==> config.mk <==
export PLATFORM = sky130hd
export DESIGN_NAME = flash_seq_regs
export DESIGN_NICKNAME = d
export VERILOG_FILES = /design/src/rtl/fsq_pkg.sv /design/src/rtl/fsq_seq.sv /design/src/rtl/fsq_buf.sv /design/src/rtl/fsq_pwin.sv /design/src/rtl/flash_seq_regs.sv
export SDC_FILE = /design/constraint.sdc
export NUM_CORES = 2
export LEC_CHECK = 0
export BUFFER_PORTS_ARGS = -buffer_cell sky130_fd_sc_hd__buf_4
export CORE_ASPECT_RATIO = 0.75
export CORE_UTILIZATION = 33
export DETAILED_ROUTE_END_ITERATION = 10
export SLEW_MARGIN = 40
export SYNTH_ARGS = -nofsm -noshare
export SYNTH_HDL_FRONTEND = slang
export SYNTH_SLANG_ARGS = --single-unit
==> constraint.sdc <==
create_clock -name clk -period 4 [get_ports clk]
set_input_delay 0.4 -clock clk [delete_from_list [all_inputs] [get_ports clk]]
set_output_delay 0.4 -clock clk [all_outputs]
set_load 0.02 [all_outputs]
==> src/rtl/fsq_pkg.sv <==
package fsq_pkg;
  localparam logic [2:0] CYC_RD    = 3'd0;
  localparam logic [2:0] CYC_WR    = 3'd1;
  localparam logic [2:0] CYC_RDSR  = 3'd2;
  localparam logic [2:0] CYC_ER4K  = 3'd3;
  localparam logic [2:0] CYC_ER64K = 3'd4;

  localparam logic [7:0] OFS_CTRL  = 8'h00;
  localparam logic [7:0] OFS_FADDR = 8'h04;
  localparam logic [7:0] OFS_PIDX  = 8'h08;
  localparam logic [7:0] OFS_PDATA = 8'h0C;

  localparam int BIT_DONE = 0;
  localparam int BIT_ERR  = 1;
  localparam int BIT_BUSY = 2;
  localparam int BIT_GO   = 8;
  localparam int LSB_CYC  = 10;
  localparam int LSB_CNT  = 16;
  localparam int LSB_PSEL = 16;

  function automatic logic cyc_has_data(input logic [2:0] c);
    return (c == CYC_RD) || (c == CYC_WR);
  endfunction

  function automatic logic cyc_known(input logic [2:0] c);
    return c <= CYC_ER64K;
  endfunction
endpackage

==> src/rtl/fsq_seq.sv <==
module fsq_seq
  import fsq_pkg::*;
#(
  parameter int CNT_W   = 6,
  parameter int FADDR_W = 32
) (
  input  logic               clk,
  input  logic               rst_n,
  input  logic               start_wr,
  input  logic               clr_done,
  input  logic               clr_err,
  input  logic [2:0]         cyc_in,
  input  logic [CNT_W-1:0]   cnt_in,
  input  logic [FADDR_W-1:0] addr_in,
  input  logic               eng_done,
  input  logic               eng_fail,
  output logic               busy,
  output logic               done,
  output logic               err,
  output logic [2:0]         op_cyc,
  output logic [CNT_W-1:0]   op_cnt,
  output logic [FADDR_W-1:0] op_addr
);
  logic               busy_q, busy_d;
  logic               done_q, done_d;
  logic               err_q, err_d;
  logic [2:0]         cyc_q;
  logic [CNT_W-1:0]   cnt_q, cnt_d;
  logic [FADDR_W-1:0] addr_q;
  logic               take, launch_ok, launch_bad, finish;

  always_comb begin
    take       = start_wr && !busy_q;
    launch_ok  = take && cyc_known(cyc_in);
    launch_bad = take && !cyc_known(cyc_in);
    finish     = busy_q && (eng_done || eng_fail);
    cnt_d      = cyc_has_data(cyc_in) ? cnt_in : '0;

    busy_d = busy_q;
    if (launch_ok)   busy_d = 1'b1;
    else if (finish) busy_d = 1'b0;

    done_d = done_q;
    if (take)                      done_d = 1'b0;
    else if (finish && !eng_fail)  done_d = 1'b1;
    else if (clr_done)             done_d = 1'b0;

    err_d = err_q;
    if (launch_ok)                 err_d = 1'b0;
    else if (launch_bad)           err_d = 1'b1;
    else if (finish && eng_fail)   err_d = 1'b1;
    else if (clr_err)              err_d = 1'b0;
  end

  always_ff @(posedge clk or negedge rst_n) begin
    if (!rst_n) begin
      busy_q <= 1'b0;
      done_q <= 1'b0;
      err_q  <= 1'b0;
    end else begin
      busy_q <= busy_d;
      done_q <= done_d;
      err_q  <= err_d;
    end
  end

  always_ff @(posedge clk or negedge rst_n) begin
    if (!rst_n) begin
      cyc_q  <= '0;
      cnt_q  <= '0;
      addr_q <= '0;
    end else if (take) begin
      cyc_q  <= cyc_in;
      cnt_q  <= cnt_d;
      addr_q <= addr_in;
    end
  end

  assign busy    = busy_q;
  assign done    = done_q;
  assign err     = err_q;
  assign op_cyc  = cyc_q;
  assign op_cnt  = cnt_q;
  assign op_addr = addr_q;

  // while an operation is pending no flag is left over from before
  p_clean_flags_r2: assert property (@(posedge clk) disable iff (!rst_n)
    busy_q |-> !done_q && !err_q);
  // a start write while busy leaves the operation untouched
  p_go_ignored_r4: assert property (@(posedge clk) disable iff (!rst_n)
    busy_q && start_wr |=> $stable(cyc_q) && $stable(cnt_q) && $stable(addr_q));
  // success completes in one cycle
  p_finish_ok_r5: assert property (@(posedge clk) disable iff (!rst_n)
    busy_q && eng_done && !eng_fail |=> !busy_q && done_q);
  // failure wins
  p_finish_bad_r5: assert property (@(posedge clk) disable iff (!rst_n)
    busy_q && eng_fail |=> !busy_q && err_q && !done_q);
  // flags are mutually exclusive
  p_flag_excl_r6: assert property (@(posedge clk) disable iff (!rst_n)
    $onehot0({done_q, err_q}));
  // no data length for erase and status read
  p_no_data_r7: assert property (@(posedge clk) disable iff (!rst_n)
    busy_q && !cyc_has_data(cyc_q) |-> cnt_q == '0);
  // unsupported code is rejected
  p_bad_code_r8: assert property (@(posedge clk) disable iff (!rst_n)
    start_wr && !busy_q && !cyc_known(cyc_in) |=> err_q && !busy_q);
endmodule

==> src/rtl/fsq_buf.sv <==
module fsq_buf #(
  parameter int DEPTH = 64,
  localparam int CNT_W = $clog2(DEPTH),
  localparam int WRD_W = CNT_W - 2
) (
  input  logic             clk,
  input  logic             rst_n,
  input  logic             host_we,
  input  logic [WRD_W-1:0] host_word,
  input  logic [3:0]       host_lanes,
  input  logic [31:0]      host_wdata,
  output logic [31:0]      host_rdata,
  input  logic             eng_we,
  input  logic [CNT_W-1:0] eng_idx,
  input  logic [7:0]       eng_wdata,
  output logic [7:0]       eng_rdata
);
  logic [7:0] mem_q [DEPTH];

  for (genvar b = 0; b < DEPTH; b++) begin : g_byte
    logic       h_hit, e_hit, en;
    logic [7:0] d;
    always_comb begin
      h_hit = host_we && (host_word == WRD_W'(b / 4)) && host_lanes[b % 4];
      e_hit = eng_we && (eng_idx == CNT_W'(b));
      en    = h_hit || e_hit;
      d     = e_hit ? eng_wdata : host_wdata[8*(b%4) +: 8];
    end
    always_ff @(posedge clk or negedge rst_n) begin
      if (!rst_n)  mem_q[b] <= '0;
      else if (en) mem_q[b] <= d;
    end
  end

  for (genvar k = 0; k < 4; k++) begin : g_lane
    assign host_rdata[8*k +: 8] = mem_q[{host_word, 2'(k)}];
  end
  assign eng_rdata = mem_q[eng_idx];

  // an engine byte write lands at its index
  p_eng_wr_r9: assert property (@(posedge clk) disable iff (!rst_n)
    eng_we |=> mem_q[$past(eng_idx)] == $past(eng_wdata));
endmodule

==> src/rtl/fsq_pwin.sv <==
module fsq_pwin
  import fsq_pkg::*;
#(
  parameter int PRM_IDX_W = 10
) (
  input  logic                 clk,
  input  logic                 rst_n,
  input  logic                 wr_en,
  input  logic [31:0]          wdata,
  output logic [PRM_IDX_W-1:0] prm_idx,
  output logic [1:0]           prm_sel,
  output logic [31:0]          rd_word
);
  logic [PRM_IDX_W-1:0] idx_q;
  logic [1:0]           sel_q;

  always_ff @(posedge clk or negedge rst_n) begin
    if (!rst_n) begin
      idx_q <= '0;
      sel_q <= '0;
    end else if (wr_en) begin
      idx_q <= wdata[2 +: PRM_IDX_W];
      sel_q <= wdata[LSB_PSEL +: 2];
    end
  end

  always_comb begin
    rd_word = '0;
    rd_word[2 +: PRM_IDX_W] = idx_q;
    rd_word[LSB_PSEL +: 2]  = sel_q;
  end

  assign prm_idx = idx_q;
  assign prm_sel = sel_q;
endmodule

==> src/rtl/flash_seq_regs.sv <==
module flash_seq_regs
  import fsq_pkg::*;
#(
  parameter int ADDR_W    = 12,
  parameter int FADDR_W   = 32,
  parameter int DEPTH     = 64,
  parameter int PRM_IDX_W = 10,
  localparam int CNT_W    = $clog2(DEPTH)
) (
  input  logic                 clk,
  input  logic                 rst_n,
  input  logic                 bus_sel,
  input  logic                 bus_wr,
  input  logic                 bus_byte,
  input  logic [ADDR_W-1:0]    bus_addr,
  input  logic [31:0]          bus_wdata,
  output logic [31:0]          bus_rdata,
  output logic                 eng_req,
  output logic [2:0]           eng_cycle,
  output logic [FADDR_W-1:0]   eng_addr,
  output logic [CNT_W-1:0]     eng_len,
  input  logic                 eng_done,
  input  logic                 eng_fail,
  input  logic                 eng_buf_we,
  input  logic [CNT_W-1:0]     eng_buf_idx,
  input  logic [7:0]           eng_buf_wdata,
  output logic [7:0]           eng_buf_rdata,
  output logic [1:0]           prm_sel,
  output logic [PRM_IDX_W-1:0] prm_idx,
  input  logic [31:0]          prm_rdata
);
  localparam int WRD_W = CNT_W - 2;

  logic                buf_hit, wr, rd_sel;
  logic [ADDR_W-1:0]   wa;
  logic                hit_ctrl, hit_faddr, hit_pidx, hit_pdata;
  logic [3:0]          lanes;
  logic [31:0]         buf_wdata, buf_rdata, pidx_word, ctrl_word;
  logic [7:0]          buf_byte;
  logic [FADDR_W-1:0]  faddr_q;
  logic                busy, done, err;
  logic [2:0]          op_cyc;
  logic [CNT_W-1:0]    op_cnt;

  always_comb begin
    wa        = {bus_addr[ADDR_W-1:2], 2'b00};
    buf_hit   = bus_addr[ADDR_W-1:CNT_W] == (ADDR_W-CNT_W)'(1);
    hit_ctrl  = !buf_hit && (wa == ADDR_W'(OFS_CTRL));
    hit_faddr = !buf_hit && (wa == ADDR_W'(OFS_FADDR));
    hit_pidx  = !buf_hit && (wa == ADDR_W'(OFS_PIDX));
    hit_pdata = !buf_hit && (wa == ADDR_W'(OFS_PDATA));
    wr        = bus_sel && bus_wr;
    rd_sel    = bus_sel && !bus_wr;
    lanes     = bus_byte ? (4'b0001 << bus_addr[1:0]) : 4'b1111;
    buf_wdata = bus_byte ? {4{bus_wdata[7:0]}} : bus_wdata;
    buf_byte  = buf_rdata[8*bus_addr[1:0] +: 8];
  end

  always_ff @(posedge clk or negedge rst_n) begin
    if (!rst_n)                faddr_q <= '0;
    else if (wr && hit_faddr)  faddr_q <= bus_wdata[FADDR_W-1:0];
  end

  fsq_seq #(.CNT_W(CNT_W), .FADDR_W(FADDR_W)) i_seq (
    .clk      (clk),
    .rst_n    (rst_n),
    .start_wr (wr && hit_ctrl && bus_wdata[BIT_GO]),
    .clr_done (wr && hit_ctrl && bus_wdata[BIT_DONE]),
    .clr_err  (wr && hit_ctrl && bus_wdata[BIT_ERR]),
    .cyc_in   (bus_wdata[LSB_CYC +: 3]),
    .cnt_in   (bus_wdata[LSB_CNT +: CNT_W]),
    .addr_in  (faddr_q),
    .eng_done (eng_done),
    .eng_fail (eng_fail),
    .busy     (busy),
    .done     (done),
    .err      (err),
    .op_cyc   (op_cyc),
    .op_cnt   (op_cnt),
    .op_addr  (eng_addr)
  );

  fsq_buf #(.DEPTH(DEPTH)) i_buf (
    .clk        (clk),
    .rst_n      (rst_n),
    .host_we    (wr && buf_hit),
    .host_word  (bus_addr[CNT_W-1:2]),
    .host_lanes (lanes),
    .host_wdata (buf_wdata),
    .host_rdata (buf_rdata),
    .eng_we     (eng_buf_we),
    .eng_idx    (eng_buf_idx),
    .eng_wdata  (eng_buf_wdata),
    .eng_rdata  (eng_buf_rdata)
  );

  fsq_pwin #(.PRM_IDX_W(PRM_IDX_W)) i_pwin (
    .clk     (clk),
    .rst_n   (rst_n),
    .wr_en   (wr && hit_pidx),
    .wdata   (bus_wdata),
    .prm_idx (prm_idx),
    .prm_sel (prm_sel),
    .rd_word (pidx_word)
  );

  always_comb begin
    ctrl_word = '0;
    ctrl_word[BIT_DONE] = done;
    ctrl_word[BIT_ERR]  = err;
    ctrl_word[BIT_BUSY] = busy;
    ctrl_word[LSB_CYC +: 3]     = op_cyc;
    ctrl_word[LSB_CNT +: CNT_W] = op_cnt;
  end

  always_comb begin
    bus_rdata = '0;
    if (rd_sel) begin
      if (buf_hit)        bus_rdata = bus_byte ? {24'h0, buf_byte} : buf_rdata;
      else if (hit_ctrl)  bus_rdata = ctrl_word;
      else if (hit_faddr) bus_rdata = 32'(faddr_q);
      else if (hit_pidx)  bus_rdata = pidx_word;
      else if (hit_pdata) bus_rdata = prm_rdata;
    end
  end

  assign eng_req   = busy;
  assign eng_cycle = op_cyc;
  assign eng_len   = op_cnt;

  // the presented address holds while a request is pending
  p_addr_hold_r3: assert property (@(posedge clk) disable iff (!rst_n)
    eng_req && $past(eng_req) |-> $stable(eng_addr));
  // a request starts only from a start write
  p_req_start_r2: assert property (@(posedge clk) disable iff (!rst_n)
    $rose(eng_req) |-> $past(wr && hit_ctrl && bus_wdata[BIT_GO]));
endmodule

## After elaboration in Yosys (flattened, before gate mapping)

Cells that the tools add are included.

- Bits in registers: 600
- Input bits: 98
- Logic and storage cells: 508
- Output and inout port bits: 94

- Equal/unequal tests: 83
- Multiplexer cells: 98
- Shift operators: 2
- Bitwise gates (word level): 5
- Reductions and logical operators: 241
- $lt $le $gt $ge: 6

Operators with widths:

| operator | number |
|---|---|
| 8-bit two-way mux | 74 |
| 32-bit two-way mux | 8 |
| 8-bit binary-select mux with 6-bit select | 5 |
| 6-bit equality test, second input constant | 32 |
| 1-bit logical AND | 163 |
| 6-bit by 5-bit equality test with 1-bit output, second input constant | 16 |
| 1-bit logical OR | 66 |
| 6-bit by 4-bit equality test with 1-bit output, second input constant | 8 |
| 7-bit >= comparator, second input constant | 5 |
| 6-bit NOT with 7-bit output | 5 |
| 4-bit equality test, second input constant | 8 |
| 32-bit by 6-bit variable part select with 8-bit output | 1 |
| 6-bit by 3-bit equality test with 1-bit output, second input constant | 4 |
| 10-bit by 2-bit equality test with 1-bit output, second input constant | 2 |
| 4-bit by 3-bit equality test with 1-bit output, second input constant | 4 |
| 6-bit by 1-bit equality test with 1-bit output, second input constant | 2 |
| 6-bit by 2-bit equality test with 1-bit output, second input constant | 2 |
| 10-bit by 1-bit equality test with 1-bit output, second input constant | 1 |
| 10-bit zero test | 1 |
| 1-bit two-way mux | 9 |
| 4-bit by 2-bit equality test with 1-bit output, second input constant | 2 |
| 6-bit zero test | 1 |
| 6-bit two-way mux | 1 |
| 1-bit zero test | 5 |
| 10 further kinds | 10 |

## Logic depth before layout (Yosys ltp)

- Word-level depth: 9
- Depth in mapped cells: 10
- Mapped depth without buffers: 6

## By module

From an unflattened synthesis, not the netlist that was laid out.

- Cells, all modules: 3481
- Area, all modules: 37255.7 um^2

By module, submodules not included:

| module | cells an instance | area an instance (um^2) | sequential area each (um^2) | instances |
|---|---|---|---|---|
| fsq_buf | 2880 | 31705.4 | 12812.3 | 1 |
| flash_seq_regs | 365 | 3120.5 | 800.8 | 1 |
| fsq_seq | 178 | 1701.6 | 1101.1 | 1 |
| fsq_pwin | 58 | 728.2 | 300.3 | 1 |

## Least setup slack after synthesis

No wires, ideal clock.

- Path kind: in2out
- From: in eng_buf_idx[0]
- To: out eng_buf_rdata[0]
- Required time: 3.600 ns
- Path slack: 0.860 ns
- Data arrival time: 2.740 ns
- Cell stages on the path: 7
- Buffers on the path: 3
- Path through: clkbuf_1 > buf_2 > buf_1 > mux4_2 > mux4_2 > a22oi_1 > nand2_1

- Word-level cells in the longest chain between the ends: 4

Ends and longest elaborated chain:

| what | line | RTL |
|---|---|---|
| start: declaration | flash_seq_regs.sv:25 | `input logic [CNT_W-1:0] eng_buf_idx,` |
| 6-bit NOT with 7-bit output (not written as such) | fsq_buf.sv:38 | `assign eng_rdata = mem_q[eng_idx];` |
| 8-bit binary-select mux with 6-bit select | fsq_buf.sv:38 |  |
| 8-bit two-way mux (not written as such) (2 in series) | fsq_buf.sv:38 |  |
| end: declaration | flash_seq_regs.sv:27 | `output logic [7:0] eng_buf_rdata,` |

No other way between the ends. The select of a mux whose other input is x is not followed.

## Worst setup path in the final report

- From: reg i_buf.mem_q[456] in the netlist's numbering
- To: out bus_rdata[0]

- Word-level cells in the longest chain between the ends: 7
- Elaborated cells on any way between the ends: 16
- Those cells by class: shift: 1; mux: 15

Ends and longest elaborated chain:

| what | line | RTL |
|---|---|---|
| start: declaration | fsq_buf.sv:18 | `logic [7:0] mem_q [DEPTH];` |
| start signal: indexed assignment | fsq_buf.sv:30 | `if (!rst_n) mem_q[b] <= '0;` |
| start signal: indexed assignment | fsq_buf.sv:31 | `else if (en) mem_q[b] <= d;` |
| 8-bit binary-select mux with 6-bit select | fsq_buf.sv:36 | `assign host_rdata[8*k +: 8] = mem_q[{host_word, 2'(k)}];` |
| 8-bit two-way mux (not written as such) (2 in series) | fsq_buf.sv:36 |  |
| 32-bit by 6-bit variable part select with 8-bit output | flash_seq_regs.sv:56 | `buf_byte = buf_rdata[8*bus_addr[1:0] +: 8];` |
| 32-bit two-way mux (*) (2 in series) | flash_seq_regs.sv:119 | `if (buf_hit) bus_rdata = bus_byte ? {24'h0, buf_byte} : buf_rdata;` |
| 32-bit two-way mux (*) | flash_seq_regs.sv:118 | `if (rd_sel) begin` |
| end: declaration | flash_seq_regs.sv:17 | `output logic [31:0] bus_rdata,` |

Every way passes the cells marked *; elsewhere a longest branch is shown, timed or not. The select of a mux whose other input is x is not followed.

==> Implementation_results.wiki <==
{| class="wikitable"
! Metric !! Value
|-
| Synth top area cells || sky130_fd_sc_hd__dfrtp_1 40%, sky130_fd_sc_hd__mux4_2 18%, sky130_fd_sc_hd__mux2i_1 15%
|-
| Vias || 31660
|-
| Signal arrival time at the worst endpoint || 3240 ps
|-
| Filler Cell Count || 10730
|-
| Non-filler cells, final || 5177
|-
| Final worst-path cycle share || 0.9101
|-
| Unrepaired setup endpoints after global routing || no
|-
| Cell with the biggest individual delay on the critical path || sky130_fd_sc_hd__mux4_2
|-
| Maximum level of the CTS H-tree || 3
|-
| Hold path startpoint || bus_wdata[8]
|-
| Register-to-register setup slack || 2370 ps
|-
| Power per standard cell area || 408.8 nW/um^2
|-
| Status || completed
|-
| Area of the mapped netlist || 37120 um^2
|-
| Die outline area || 113800 um^2
|-
| Seq pwr share || 0.439
|-
| Slew Viols, Final || 0
|-
| Router iterations before antenna repair || 6
|-
| Final setup violation count || 0
|-
| Delay of the slowest cell on the worst path || 550 ps
|-
| Buffer count from post-CTS setup fixing || 0
|-
| # DRC || 0
|-
| Overflow left after global routing || 0
|-
| Clock insertion delay at the later pin of the skew report || approximately 640 ps
|-
| Number of DRC violations after detailed-routing iteration 0 || 4713
|-
| Routed length per instance || 32.40 um
|-
| Part of the power in combinational logic || 0.197
|-
| Global-route wire length before repair || 235.3 mm
|-
| Async set-or-reset flop fraction in the synthesized netlist || 1.000
|-
| Worst-case vdd ir drop || ~250 uV
|-
| Total internal power || 0.01194 W
|-
| Worst Setup Slack post-DPL || 469.1 ps
|-
| Number of buffers added by the clock tree synthesis step || 69
|-
| Area of placed instances || 41220 um^2
|-
| Clock slew at reported path FFs || 60 ps
|-
| Core Region || 111500 um^2
|-
| Mean Syn Cell Area || 10.70 um^2
|-
| Number of library cell types mapped by synthesis || 56
|-
| Post-layout worst setup margin || 359.7 ps
|-
| Worst Path Max Fanout || 3
|-
| Most repeated cell in the gate-level netlist after synthesis || sky130_fd_sc_hd__nand2_1
|-
| Worst Max-Slew Pin Slew || 907.4 ps
|-
| Final critical delay including setup and external delays || 3640 ps
|-
| Startpoint class of the critical path || register
|-
| Number of cells on the worst reg-to-reg path || 4
|-
| Sequential-to-total area share from yosys stat || 0.4045
|-
| Fraction of power spent switching nets || 0.3301
|-
| Weighted congestion at the end of routability-driven global placement || approximately 1.1
|-
| Critical Path Sink Type || primary output
|-
| Count of nets left with antenna violations after detail routing || 0
|-
| Total negative slack for setup checks || 0 ps
|-
| Initial antenna violation count || 6
|-
| HPWL after detailed placement || 125.0 mm
|-
| Clock buffer depth || 3
|-
| Switch Pwr || 0.005883 W
|-
| Number of enable-type register cells in the synthesized netlist || 0
|-
| Number of maximum-capacitance violations || 0
|-
| Tot GR Track Use || 0.2909
|-
| Multi-input gate area || about 21000 um^2
|-
| Synth-to-Final Area Change || 17.46%
|-
| Buffers added on ports || 191
|-
| Number of global-route vias before repair || 29360
|-
| Synthesis-stage register bit count || 600
|-
| Critical path start-end classification || reg2out
|-
| Total routed wirelength || around 170 mm
|-
| Core Util, Final || 0.3908
|-
| Net count after synthesis || 3566
|-
| Ratio of cells with drive above 1 in the final layout || 0.2579
|-
| Slew HR || 0.3934
|-
| Clock sink total || 600
|-
| Final Instance Area || roughly 44000 um^2
|-
| Share of power burned in the clock network || 0.364
|-
| Hold Violations, Final || 0
|-
| Num rows || 106
|-
| Footprint of the flip-flops and latches || 15010 um^2
|-
| WHS Endpoint || i_pwin.prm_idx[6]
|-
| Max Fclk || 274.7 MHz
|-
| Cell at the root of the clock tree || sky130_fd_sc_hd__clkbuf_16
|-
| Most instantiated flip-flop cell in the synthesis netlist || sky130_fd_sc_hd__dfrtp_1
|-
| Post-synth top area share || 0.4045
|-
| Endpoint of the worst-slack reg-to-reg timing path || i_seq.op_addr[20]
|-
| Via-per-instance ratio || 6.116
|-
| Cell type with the largest total area after synthesis || sky130_fd_sc_hd__dfrtp_1
|-
| Worst R2R Start || i_seq.busy
|-
| Count of yosys warnings during synthesis || 0
|-
| Count of pins on the block boundary || 192
|-
| Starting density of the core || 0.3328
|-
| Cell count after synthesis || 3468
|-
| TritonCTS clock tree || built
|-
| Clock Skew || approximately 7 ps
|-
| Type of the most critical hold path || in2reg
|-
| Critical path data required time || 3600 ps
|-
| Pleak || 19.75 nW
|-
| Horizontal die dimension || 389.3 um
|-
| Synth cell count leaders || 609 x sky130_fd_sc_hd__nand2_1, 600 x sky130_fd_sc_hd__dfrtp_1, 565 x sky130_fd_sc_hd__mux2i_1
|-
| Die Y-Extent || 292.4 um
|-
| Largest net degree at the start of global routing || 65
|-
| Worst-path cell chain || mux4_2 -> a22oi_1 -> nand3_1 -> a31o_2 -> a21oi_1 -> a221oi_1 -> buf_4
|-
| Cell count after placement || around 5000
|-
| Hold-critical path depth || 2
|-
| Net count, final || roughly 3700
|}
state kept, by name (all words and copies together), names as in the netlist:
signal          cells
i_buf.mem_q       512
faddr_q            32
i_seq.op_addr      32
i_pwin.prm_idx     10
i_seq.op_cnt        6
i_seq.op_cyc        3
i_pwin.prm_sel      2
i_seq.busy          1
i_seq.done          1
i_seq.err           1
power by group through the flow:
stage / registers (W) / logic (W) / clock network, W
floorplan: 0.00721 / 0.00202 / 0
global placement: 0.00781 / 0.00324 / 0
detailed placement: 0.00780 / 0.00334 / 0
CTS: 0.00771 / 0.00336 / 0.00653
global route: 0.00782 / 0.00366 / 0.00676
finish: 0.00783 / 0.00351 / 0.00648
layout make-up:
type                    instances  area share
inverters                      36    0.003100
clock buffers                 100     0.04690
repair buffers                387     0.07695
flip-flops and latches        600      0.3444
multi-input cells            2523      0.4808
clock inverters                18    0.004391
well taps                    1512     0.04340
diodes                          1  0.00005740
cells in the final DEF (no fill, tap or decap), types with 4 or more instances in the layout:
master / n
sky130_fd_sc_hd__a211oi_1: 8
sky130_fd_sc_hd__a21oi_1: 25
sky130_fd_sc_hd__a221oi_1: 9
sky130_fd_sc_hd__a22o_1: 12
sky130_fd_sc_hd__a22oi_1: 53
sky130_fd_sc_hd__a31oi_1: 5
sky130_fd_sc_hd__buf_12: 18
sky130_fd_sc_hd__buf_4: 333
sky130_fd_sc_hd__buf_6: 11
sky130_fd_sc_hd__buf_8: 12
sky130_fd_sc_hd__clkbuf_1: 12
sky130_fd_sc_hd__clkbuf_16: 70
sky130_fd_sc_hd__clkbuf_8: 20
sky130_fd_sc_hd__clkinv_2: 8
sky130_fd_sc_hd__dfrtp_1: 600
sky130_fd_sc_hd__dlygate4sd3_1: 8
sky130_fd_sc_hd__inv_1: 35
sky130_fd_sc_hd__mux2_2: 74
sky130_fd_sc_hd__mux2i_1: 565
sky130_fd_sc_hd__mux4_2: 289
sky130_fd_sc_hd__nand2_1: 609
sky130_fd_sc_hd__nand2_2: 11
sky130_fd_sc_hd__nand2_4: 10
sky130_fd_sc_hd__nand2b_1: 5
sky130_fd_sc_hd__nand3_1: 28
sky130_fd_sc_hd__nand4_1: 7
sky130_fd_sc_hd__nand4_2: 4
sky130_fd_sc_hd__nor2_1: 111
sky130_fd_sc_hd__nor2_2: 20
sky130_fd_sc_hd__nor2b_1: 18
sky130_fd_sc_hd__nor3_1: 7
sky130_fd_sc_hd__nor3_4: 6
sky130_fd_sc_hd__o211ai_1: 11
sky130_fd_sc_hd__o21ai_0: 520
sky130_fd_sc_hd__o21ai_1: 40
sky130_fd_sc_hd__o21ai_2: 13
sky130_fd_sc_hd__o21ai_4: 12
sky130_fd_sc_hd__o22ai_1: 10
sky130_fd_sc_hd__o311ai_0: 5
routing by layer:
metal / GRT usage / vias up / share of wire
met3: 0.1594 / 237 / 0.18
met4: 0.07624 / 10 / 0.030
met2: 0.3672 / 2508 / 0.38
li1: - / 12980 / -
met1: 0.4190 / 15930 / 0.41
met5: 0 / - / 0.00055
worst max-delay path, delay by kind of cell, from the launching register on:
kind / cells / cell delay [ps]
compound gates: 4 / 1000
mux: 1 / 550
flops: 1 / 470
simple gates: 1 / 350
buf+inv: 1 / 220
logic make-up (layout without fill, tap and decap cells):
| logic type | count (synthesis) | after routing | synth area share |
|---|---|---|---|
| buffers and inverters | 345 | 541 | 0.03691 |
| flip-flops | 600 | 600 | 0.4045 |
| multiplexers | 928 | 928 | 0.3502 |
| AO/OA/AOI/OAI | 731 | 731 | 0.1077 |
| AND/OR/NAND/NOR | 864 | 864 | 0.1007 |
| other | 0 | 1 | 0 |
repair_timing:
action / CTS / global route
gates resized for setup: 0 / 0
endpoints found under the hold margin: 247 / 0
hold buffers: 8 / 0
stage by stage:
step	hold WS, ps	power (W)
detailed placement	255.0	0.01115
global placement	490.1	0.01105
finish	48.84	0.01782
floorplan	104.4	0.009232
global route	40.70	0.01824
CTS	24.63	0.01760
worst max path at each step:
stage / cells past startpoint / startpoint / slack [ps] / endpoint
after global routing: 7 / i_buf.mem_q[265] / 350 / bus_rdata[1]
after detailed placement: 9 / bus_addr[3] / 470 / bus_rdata[22]
after floorplan: 7 / eng_buf_idx[0] / 860 / eng_buf_rdata[0]
after global placement: 9 / bus_addr[3] / 460 / bus_rdata[22]
final: 7 / i_buf.mem_q[456] / 360 / bus_rdata[0]
after CTS: 9 / bus_addr[3] / 470 / bus_rdata[22]
Power figures use the tool's default switching activity.
